===== src/rtl/scan_pkg.sv =====
// Package: shared types for the address scanner.
// Assumes: the probe sequencer is the only user of the state type.
package scan_pkg;

    typedef enum logic [2:0] {
        ST_LAUNCH,
        ST_ISSUE,
        ST_WAIT_BUSY,
        ST_WAIT_RESULT,
        ST_FOUND,
        ST_EXHAUSTED
    } scan_state_t;

endpackage


===== src/rtl/scan_candidate.sv =====
// Candidate address register: holds the address under trial and steps it by
// one when told to.
// Assumes: 'advance' is never raised while at_last is set (the sequencer
// stops there instead).
module scan_candidate #(
    parameter int ADDR_W     = 7,
    parameter int FIRST_ADDR = 1,
    parameter int LAST_ADDR  = (1 << ADDR_W) - 1
) (
    input  logic              clk,
    input  logic              rst_n,
    input  logic              advance,
    output logic [ADDR_W-1:0] cand,
    output logic              at_last
);

    localparam logic [ADDR_W-1:0] FIRST_V = ADDR_W'(FIRST_ADDR);
    localparam logic [ADDR_W-1:0] LAST_V  = ADDR_W'(LAST_ADDR);

    // Step the candidate on each not-acknowledge.
    always_ff @(posedge clk) begin
        if (!rst_n)       cand <= FIRST_V;
        else if (advance) cand <= cand + 1'b1;
    end

    // Flag the final address of the range.
    assign at_last = (cand == LAST_V);

    assert_reset_start_R1: assert property (@(posedge clk)
        !rst_n |=> cand == FIRST_V);

    assert_step_by_one_R3: assert property (@(posedge clk) disable iff (!rst_n)
        advance |=> cand == $past(cand) + 1'b1);

    assert_no_wrap_R7: assert property (@(posedge clk) disable iff (!rst_n)
        at_last |-> !advance);

endmodule


===== src/rtl/scan_sequencer.sv =====
// Probe sequencer: issues one request per candidate and waits for busy to
// rise and then fall with a result before it decides what to do next.
// Assumes: the master raises busy at least one cycle after each request.
module scan_sequencer
    import scan_pkg::*;
(
    input  logic clk,
    input  logic rst_n,
    input  logic busy,
    input  logic rsp_valid,
    input  logic ack,
    input  logic at_last,
    output logic req,
    output logic advance,
    output logic hit,
    output logic miss_last
);

    scan_state_t state, nxt;

    // State register.
    always_ff @(posedge clk) begin
        if (!rst_n) state <= ST_LAUNCH;
        else        state <= nxt;
    end

    // Next-state and decision pulses.
    always_comb begin
        nxt       = state;
        advance   = 1'b0;
        hit       = 1'b0;
        miss_last = 1'b0;
        case (state)
            ST_LAUNCH:    nxt = ST_ISSUE;
            ST_ISSUE:     nxt = ST_WAIT_BUSY;
            ST_WAIT_BUSY: if (busy) nxt = ST_WAIT_RESULT;
            ST_WAIT_RESULT: begin
                if (!busy && rsp_valid) begin
                    if (ack) begin
                        hit = 1'b1;
                        nxt = ST_FOUND;
                    end else if (at_last) begin
                        miss_last = 1'b1;
                        nxt       = ST_EXHAUSTED;
                    end else begin
                        advance = 1'b1;
                        nxt     = ST_ISSUE;
                    end
                end
            end
            ST_FOUND:     nxt = ST_FOUND;
            ST_EXHAUSTED: nxt = ST_EXHAUSTED;
            default:      nxt = ST_LAUNCH;
        endcase
    end

    // Request strobe.
    assign req = (state == ST_ISSUE);

    assert_req_single_R2: assert property (@(posedge clk) disable iff (!rst_n)
        req |=> !req);

    assert_one_outcome_R8: assert property (@(posedge clk) disable iff (!rst_n)
        $countones({advance, hit, miss_last}) <= 1);

endmodule


===== src/rtl/scan_result.sv =====
// Result latch: records the outcome of the scan as sticky flags and keeps
// the acknowledged address.
// Assumes: hit and miss_last each pulse at most once per reset period.
module scan_result #(
    parameter int ADDR_W = 7
) (
    input  logic              clk,
    input  logic              rst_n,
    input  logic              hit,
    input  logic              miss_last,
    input  logic [ADDR_W-1:0] cand,
    output logic              found,
    output logic              missing,
    output logic [ADDR_W-1:0] addr_q
);

    // Latch the outcome and the address that answered.
    always_ff @(posedge clk) begin
        if (!rst_n) begin
            found   <= 1'b0;
            missing <= 1'b0;
            addr_q  <= '0;
        end else if (!found && !missing) begin
            if (hit) begin
                found  <= 1'b1;
                addr_q <= cand;
            end
            if (miss_last) missing <= 1'b1;
        end
    end

    assert_found_sticky_R5: assert property (@(posedge clk) disable iff (!rst_n)
        found |=> found);

    assert_missing_sticky_R7: assert property (@(posedge clk) disable iff (!rst_n)
        missing |=> missing && addr_q == '0);

    assert_addr_frozen_R6: assert property (@(posedge clk) disable iff (!rst_n)
        (found || missing) |=> $stable(addr_q));

    assert_flags_exclusive_R8: assert property (@(posedge clk) disable iff (!rst_n)
        !(found && missing));

endmodule


===== src/rtl/i2c_addr_scanner.sv =====
// Top: scans 7-bit addresses upward from 1 through an external I2C master
// and reports the first one that acknowledges, or that none did.
// Assumes: one trial per request; the master's result is valid only while
// busy is low.
module i2c_addr_scanner #(
    parameter int ADDR_W     = 7,
    parameter int FIRST_ADDR = 1
) (
    input  logic              clk,
    input  logic              rst_n,
    output logic              probe_req,
    output logic [ADDR_W-1:0] probe_addr,
    input  logic              probe_busy,
    input  logic              probe_rsp_valid,
    input  logic              probe_ack,
    output logic              scan_found,
    output logic              scan_missing,
    output logic [ADDR_W-1:0] found_addr
);

    localparam int LAST_ADDR = (1 << ADDR_W) - 1;

    logic advance, hit, miss_last, at_last;
    logic [ADDR_W-1:0] cand;

    scan_candidate #(
        .ADDR_W(ADDR_W), .FIRST_ADDR(FIRST_ADDR), .LAST_ADDR(LAST_ADDR)
    ) u_cand (
        .clk(clk), .rst_n(rst_n), .advance(advance),
        .cand(cand), .at_last(at_last)
    );

    scan_sequencer u_seq (
        .clk(clk), .rst_n(rst_n), .busy(probe_busy),
        .rsp_valid(probe_rsp_valid), .ack(probe_ack), .at_last(at_last),
        .req(probe_req), .advance(advance), .hit(hit), .miss_last(miss_last)
    );

    scan_result #(.ADDR_W(ADDR_W)) u_res (
        .clk(clk), .rst_n(rst_n), .hit(hit), .miss_last(miss_last),
        .cand(cand), .found(scan_found), .missing(scan_missing),
        .addr_q(found_addr)
    );

    assign probe_addr = cand;

    assert_busy_no_decision_R4: assert property (@(posedge clk) disable iff (!rst_n)
        probe_busy |=> $stable(scan_found) && $stable(scan_missing));

    assert_quiet_after_end_R6: assert property (@(posedge clk) disable iff (!rst_n)
        (scan_found || scan_missing) |-> !probe_req);

    assert_never_general_call_R1: assert property (@(posedge clk) disable iff (!rst_n)
        probe_req |-> probe_addr != '0);

endmodule


===== config.mk =====
export PLATFORM = sky130hd
export DESIGN_NAME = i2c_addr_scanner
export DESIGN_NICKNAME = d
export VERILOG_FILES = /design/src/rtl/scan_pkg.sv /design/src/rtl/scan_candidate.sv /design/src/rtl/scan_sequencer.sv /design/src/rtl/scan_result.sv /design/src/rtl/i2c_addr_scanner.sv
export SDC_FILE = /design/constraint.sdc
export NUM_CORES = 1
export LEC_CHECK = 0
export CAP_MARGIN = 20
export CORE_ASPECT_RATIO = 1.25
export CORE_MARGIN = 2
export CORE_UTILIZATION = 35
export DETAILED_ROUTE_END_ITERATION = 10
export DONT_BUFFER_PORTS = 1
export PLACE_DENSITY_LB_ADDON = 0.05
export RECOVER_POWER = 50
export SETUP_SLACK_MARGIN = 0.15
export SLEW_MARGIN = 20
export SYNTH_ARGS = -nofsm -noshare
export SYNTH_HDL_FRONTEND = slang
export SYNTH_HIERARCHICAL = 1
export SYNTH_SLANG_ARGS = --single-unit

===== constraint.sdc =====
create_clock -name clk -period 1.5 [get_ports clk]
set_input_delay 0.15 -clock clk [delete_from_list [all_inputs] [get_ports clk]]
set_output_delay 0.15 -clock clk [all_outputs]
set_load 0.02 [all_outputs]

Word level (Yosys, flattened, before mapping)
Cells that the tools add are included.
- bits of input ports: 5
- flip-flop bits (word level): 19
- eq/ne operators: 8
- mux-type cells: 16
- reductions and logical operators: 9
- add/sub/neg operators: 1
- operators by type and width (operator ; number):
    3-bit case mux with 6 select lines ; 1
    3-bit two-way mux ; 4
    1-bit two-way mux ; 11
    7-bit by 1-bit adder with 7-bit output, second input constant ; 1
    7-bit equality test, second input constant ; 1
    3-bit by 2-bit equality test with 1-bit output, second input constant ; 2
    3-bit equality test, second input constant ; 2
    2-bit AND reduction ; 3
    3-bit by 1-bit equality test with 1-bit output, second input constant ; 1
    1-bit logical NOT ; 3
    3-bit logical NOT ; 1
    1-bit logical AND ; 2
    2-bit by 1-bit != test with 1-bit output, second input constant ; 1
    2-bit != test, second input constant ; 1

Logic depth before layout (Yosys ltp)
- depth in word-level cells: 6
- gate-level depth with buffers: 8
- gate-level depth less buffers: 7

Hierarchy
The synthesis kept the hierarchy.
- modules (own cells, without submodules) (module ; cells each ; area an instance (µm²) ; instances):
    scan_result ; 38 ; 372.9 ; 1
    scan_candidate ; 33 ; 314.1 ; 1
    scan_sequencer ; 23 ; 196.4 ; 1

Least setup slack after synthesis
No wires, ideal clock.
- kind: register -> register
- start point: reg u_cand.cand[0]
- end point: reg u_cand.cand[5]
- period minus slack after synthesis: 1.757 ns
- arrival: 1.687 ns
- cell stages (with the launch flop): 9
- path slack: -0.257 ns
- path buffers: 1
- path through: dfxtp_1 -> ha_1 -> nand3_1 -> nor2_1 -> nor3_1 -> buf_2 -> nand4_2 -> or3_1 -> a21boi_1
- cells in the longest elaborated chain, start to end: 5
- elaborated cells on any way between the ends: 6
- classes of those cells: add/sub (1); eq/ne (1); mux (4)
- ends and longest elaborated chain (item ; RTL line ; RTL):
    from (decl) ; scan_candidate.sv:13 ; output logic [ADDR_W-1:0] cand,
    from (signal assigned) ; scan_candidate.sv:23 ; else if (advance) cand <= cand + 1'b1;
    7-bit equality test ; scan_candidate.sv:27 ; assign at_last = (cand == LAST_V);
    via at_last ; i2c_addr_scanner.sv:23 ; logic advance, hit, miss_last, at_last;
    1-bit two-way mux ; scan_sequencer.sv:42 ; end else if (at_last) begin
    1-bit two-way mux ; scan_sequencer.sv:39 ; if (ack) begin
    1-bit two-way mux ; scan_sequencer.sv:38 ; if (!busy && rsp_valid) begin
    1-bit two-way mux ; scan_sequencer.sv:33 ; case (state)
    via advance ; i2c_addr_scanner.sv:23 ;
The timed path passes the listed nets, and every way through them passes these cells.
A chain may end at the register's enable or synchronous reset.

Worst setup path after layout
- start point: reg u_cand.cand[1]
- end point: reg u_cand.cand[5]
Same word-level chain as after synthesis.

==> results.md <==
* XOR/XNOR Fraction of Synth Area at 3.97%
* Fill count at 240
* Post-Place Setup Slack at -0.0374 ns
* Floorplan row count at 20
* Sw Pwr at 213 uW
* Post-DP HPWL at 1.30 mm
* Achievable Freq at 660 MHz
* # hold bufs at CTS at 12
* Most frequent cells after synthesis: dfxtp_1 (19), nand2_1 (19), mux2i_1 (8)
* Yosys top cell by area: dfxtp_1
* Fin. Hold Viols at 9
* Main synth FF type: dfxtp_1
* Crit start category: flop
* Minimum clock period at 1.52 ns
* Initial core utilization at 36.4%
* Area grow syn2layout at 43.8%
* Initial antenna violation count at 0
* Transition time at the pin with the least slew margin at 0.354 ns
* Outcome: complete, but fails checks
* Core area at 2430 sq um
* Post-Syn Nets at 100
* Power share of the combinational group at 11.0%
* Clock-pin slew on the worst setup and hold paths at 0.11 ns
* Final Cycle Share at 101%
* Hold Crit Class: in2reg
* Final Setup Violations at 2
* Mux contribution to synthesized area at 9.07%
* Global-route wire length before repair at 3.30 mm
* Routed WL at 1.99 mm
* Internal power at 672 uW
* Routed vias/inst at 4.72
* CTS Buf Count at 3
* Die ar. at 2940 sq um
* Synthesized area at 883 sq um
* EDFF count, synth at 0
* # diodes at 0
* RSZ-0062 raised after global routing: true
* Clk buf depth at 2
* CTS H-tree depth at 1
* Die Wd at 48.9 um
* WS Path Type: reg2reg
* Die height at 60.2 um
* Yosys cell types at 31
* I/O Buffers at 0
* CTS sink count at 19
* Routed Antenna Nets at 0
* Register bit total from synthesis at 19
* Sequential-to-total area share from yosys stat at 43.1%
* Violated checks: negative hold slack, negative setup slack
* Final Util at 52.3%
* Max cap viols at 0
* Largest family of logic cells by synthesized area: simple AND/OR/NAND/NOR gates
* Critical Path Fanout Max at 4
* IR drop worst, VDD at 672 uV
* Number of remaining DRC errors at 0
* Hold_ws at -0.0765 ns
* Synth Instances at 94
* Critical path cell sequence: ha_4 -> nand3_2 -> nor2_2 -> nor3_2 -> buf_4 -> nand4_2 -> or3_1 -> a21boi_1
* Post-synth ARST share at 0%
* Req. time, crit path at 1.74 ns
* Drt first pass iters at 4
* Vias at 764
* Relative slew slack at 76.4%
* Area share of and/or/nand/nor cells after synthesis at 29.7%
* PwrDens at 697 nW/um^2
* Overflow after GRT at 0
* Leakage at 0.000475 uW
* Global placement routability congestion at 0.714
* Adder-cell area share of the yosys netlist at 1.42%
* CTS tree: done
* Final worst slack at -0.0155 ns
* Synth warnings at 6
* Crit-path slowest cell: dfxtp_4
* Share of layout cells above drive strength 1 at 32.6%
* Largest net degree at the start of global routing at 27
* Crit end category: flop
* Slowest Stage Delay on Critical Path at 0.37 ns
* CP arrival at 1.75 ns
* Synth Area in Compound Gates at 8.64%
* Ranking of synthesized cells by area: dfxtp_1 (43%), mux2i_1 (9.1%), nand2_1 (8.1%)
* Layout net count at 136
* Sw Ratio at 24.1%
* Syn Area/Cell at 9.40 sq um
* CTS root buffer: clkbuf_4
* Worst Skew at 0.00505 ns
* Clock Power Share at 29.9%
* Vias in the first global route at 737
* DR WL/cell at 12.3 um
* Yosys top cell area share at 43.1%
* Drt first-iter violations at 22
* Ports at 22
* Flop pwr share at 59.1%
* Total GRT Usage at 14.6%
* Slew Limit Fails at 0
* Worst-Skew Late Latency at 0.30 ns
## cell families after synthesis
kind of cell / after synthesis
simple gates: 45
flops: 19
compound gates: 12
mux: 8
buf+inv: 5
xor+xnor: 4
fa+ha+maj: 1
## what timing repair did
item / in CTS / in global routing
hold endpoints to repair: 19 / 11
endpoints found under the setup margin: 15 / 15
buffers inserted: 3 / 2
pin swaps: 6 / 3
gates resized for setup: 7 / 4
## cell type report
| type | count | area [sq um] | share of cell area [%] |
|---|---|---|---|
| clock buffer | 4 | 26.3 | 2.07 |
| inverter | 1 | 3.75 | 0.296 |
| multi-input combinational | 70 | 508 | 40.0 |
| sequential | 19 | 390 | 30.7 |
| tap | 33 | 41.3 | 3.25 |
| timing repair buffer | 35 | 300 | 23.6 |
## registers in the layout, summed over array words and instances (netlist names)
| signal | cells |
|---|---|
| u_res/addr_q | 7 |
| u_seq/state | 3 |
| u_res/found | 1 |
| u_cand/cand | 7 |
| u_res/missing | 1 |
## layout by cell type, fill, tap and decap left out, types with 2 or more instances in the layout
cell           count
dfxtp_4            2
xnor2_1            4
mux2i_1            7
nor3b_2            2
dfxtp_2            2
or3_1              2
buf_6              3
dfxtp_1           15
buf_4             19
nor2b_1            3
a21boi_1           2
a21oi_1            3
nand2_1           19
clkbuf_1           2
clkbuf_4           3
and2_1             3
o21a_1             2
nand3_2            2
nand2b_1           2
dlygate4sd3_1     12
## power by group through the flow
stage	Sequential (uW)	Clock [uW]	Combinational (uW)
final	523	264	97.4
after global routing	524	292	107
after CTS	523	276	94.1
after detailed placement	533	0	84.0
after global placement	533	0	83.7
after floorplan	539	0	54.6
## worst paths after layout
check / startpoint / endpoint / slack [ns] / depth (start not counted)
worst max register to register: u_cand/cand[1]$_SDFFE_PN0P_ / u_cand/cand[5]$_SDFFE_PN0P_ / -0.02 / 8
worst max-delay path: u_cand/cand[1]$_SDFFE_PN0P_ / u_cand/cand[5]$_SDFFE_PN0P_ / -0.02 / 8
worst min-delay path: rst_n / u_cand/cand[0]$_SDFFE_PN1P_ / -0.08 / 1
worst min register to register: u_seq/state[0]$_SDFFE_PN0P_ / u_seq/state[1]$_SDFFE_PN0P_ / 0.58 / 2
## metal layers
layer	up-vias	part of all wire [%]	GRT usage [%]
met5	-	0	0
met4	0	1.5	6.12
met3	4	4.6	3.75
met2	13	47	25.4
met1	354	47	17.3
li1	393	-	-
## critical path: cells and delay by family, from the launching register on
family	cells	cell delay, ns
AOI/OAI and AO/OA	1	0.12
buffers and inverters	1	0.15
and+or+nand+nor	5	0.68
adders and majority gates	1	0.15
DFF	1	0.37
## stage by stage
step                      cell area [sq um]  TNS [ns]  total power, uW  hold slack [ns]  cells
final                                  1270   -0.0220              885          -0.0765    162
after global routing                   1270    -0.489              923           -0.101    162
after CTS                              1240   -0.0901              893          -0.0950    160
after detailed placement               1050   -0.0374              617            0.227    141
after global placement                 1050   -0.0112              616            0.219    141
after floorplan                         911    -0.158              594            0.211     94
Power figures use the tool's default switching activity.
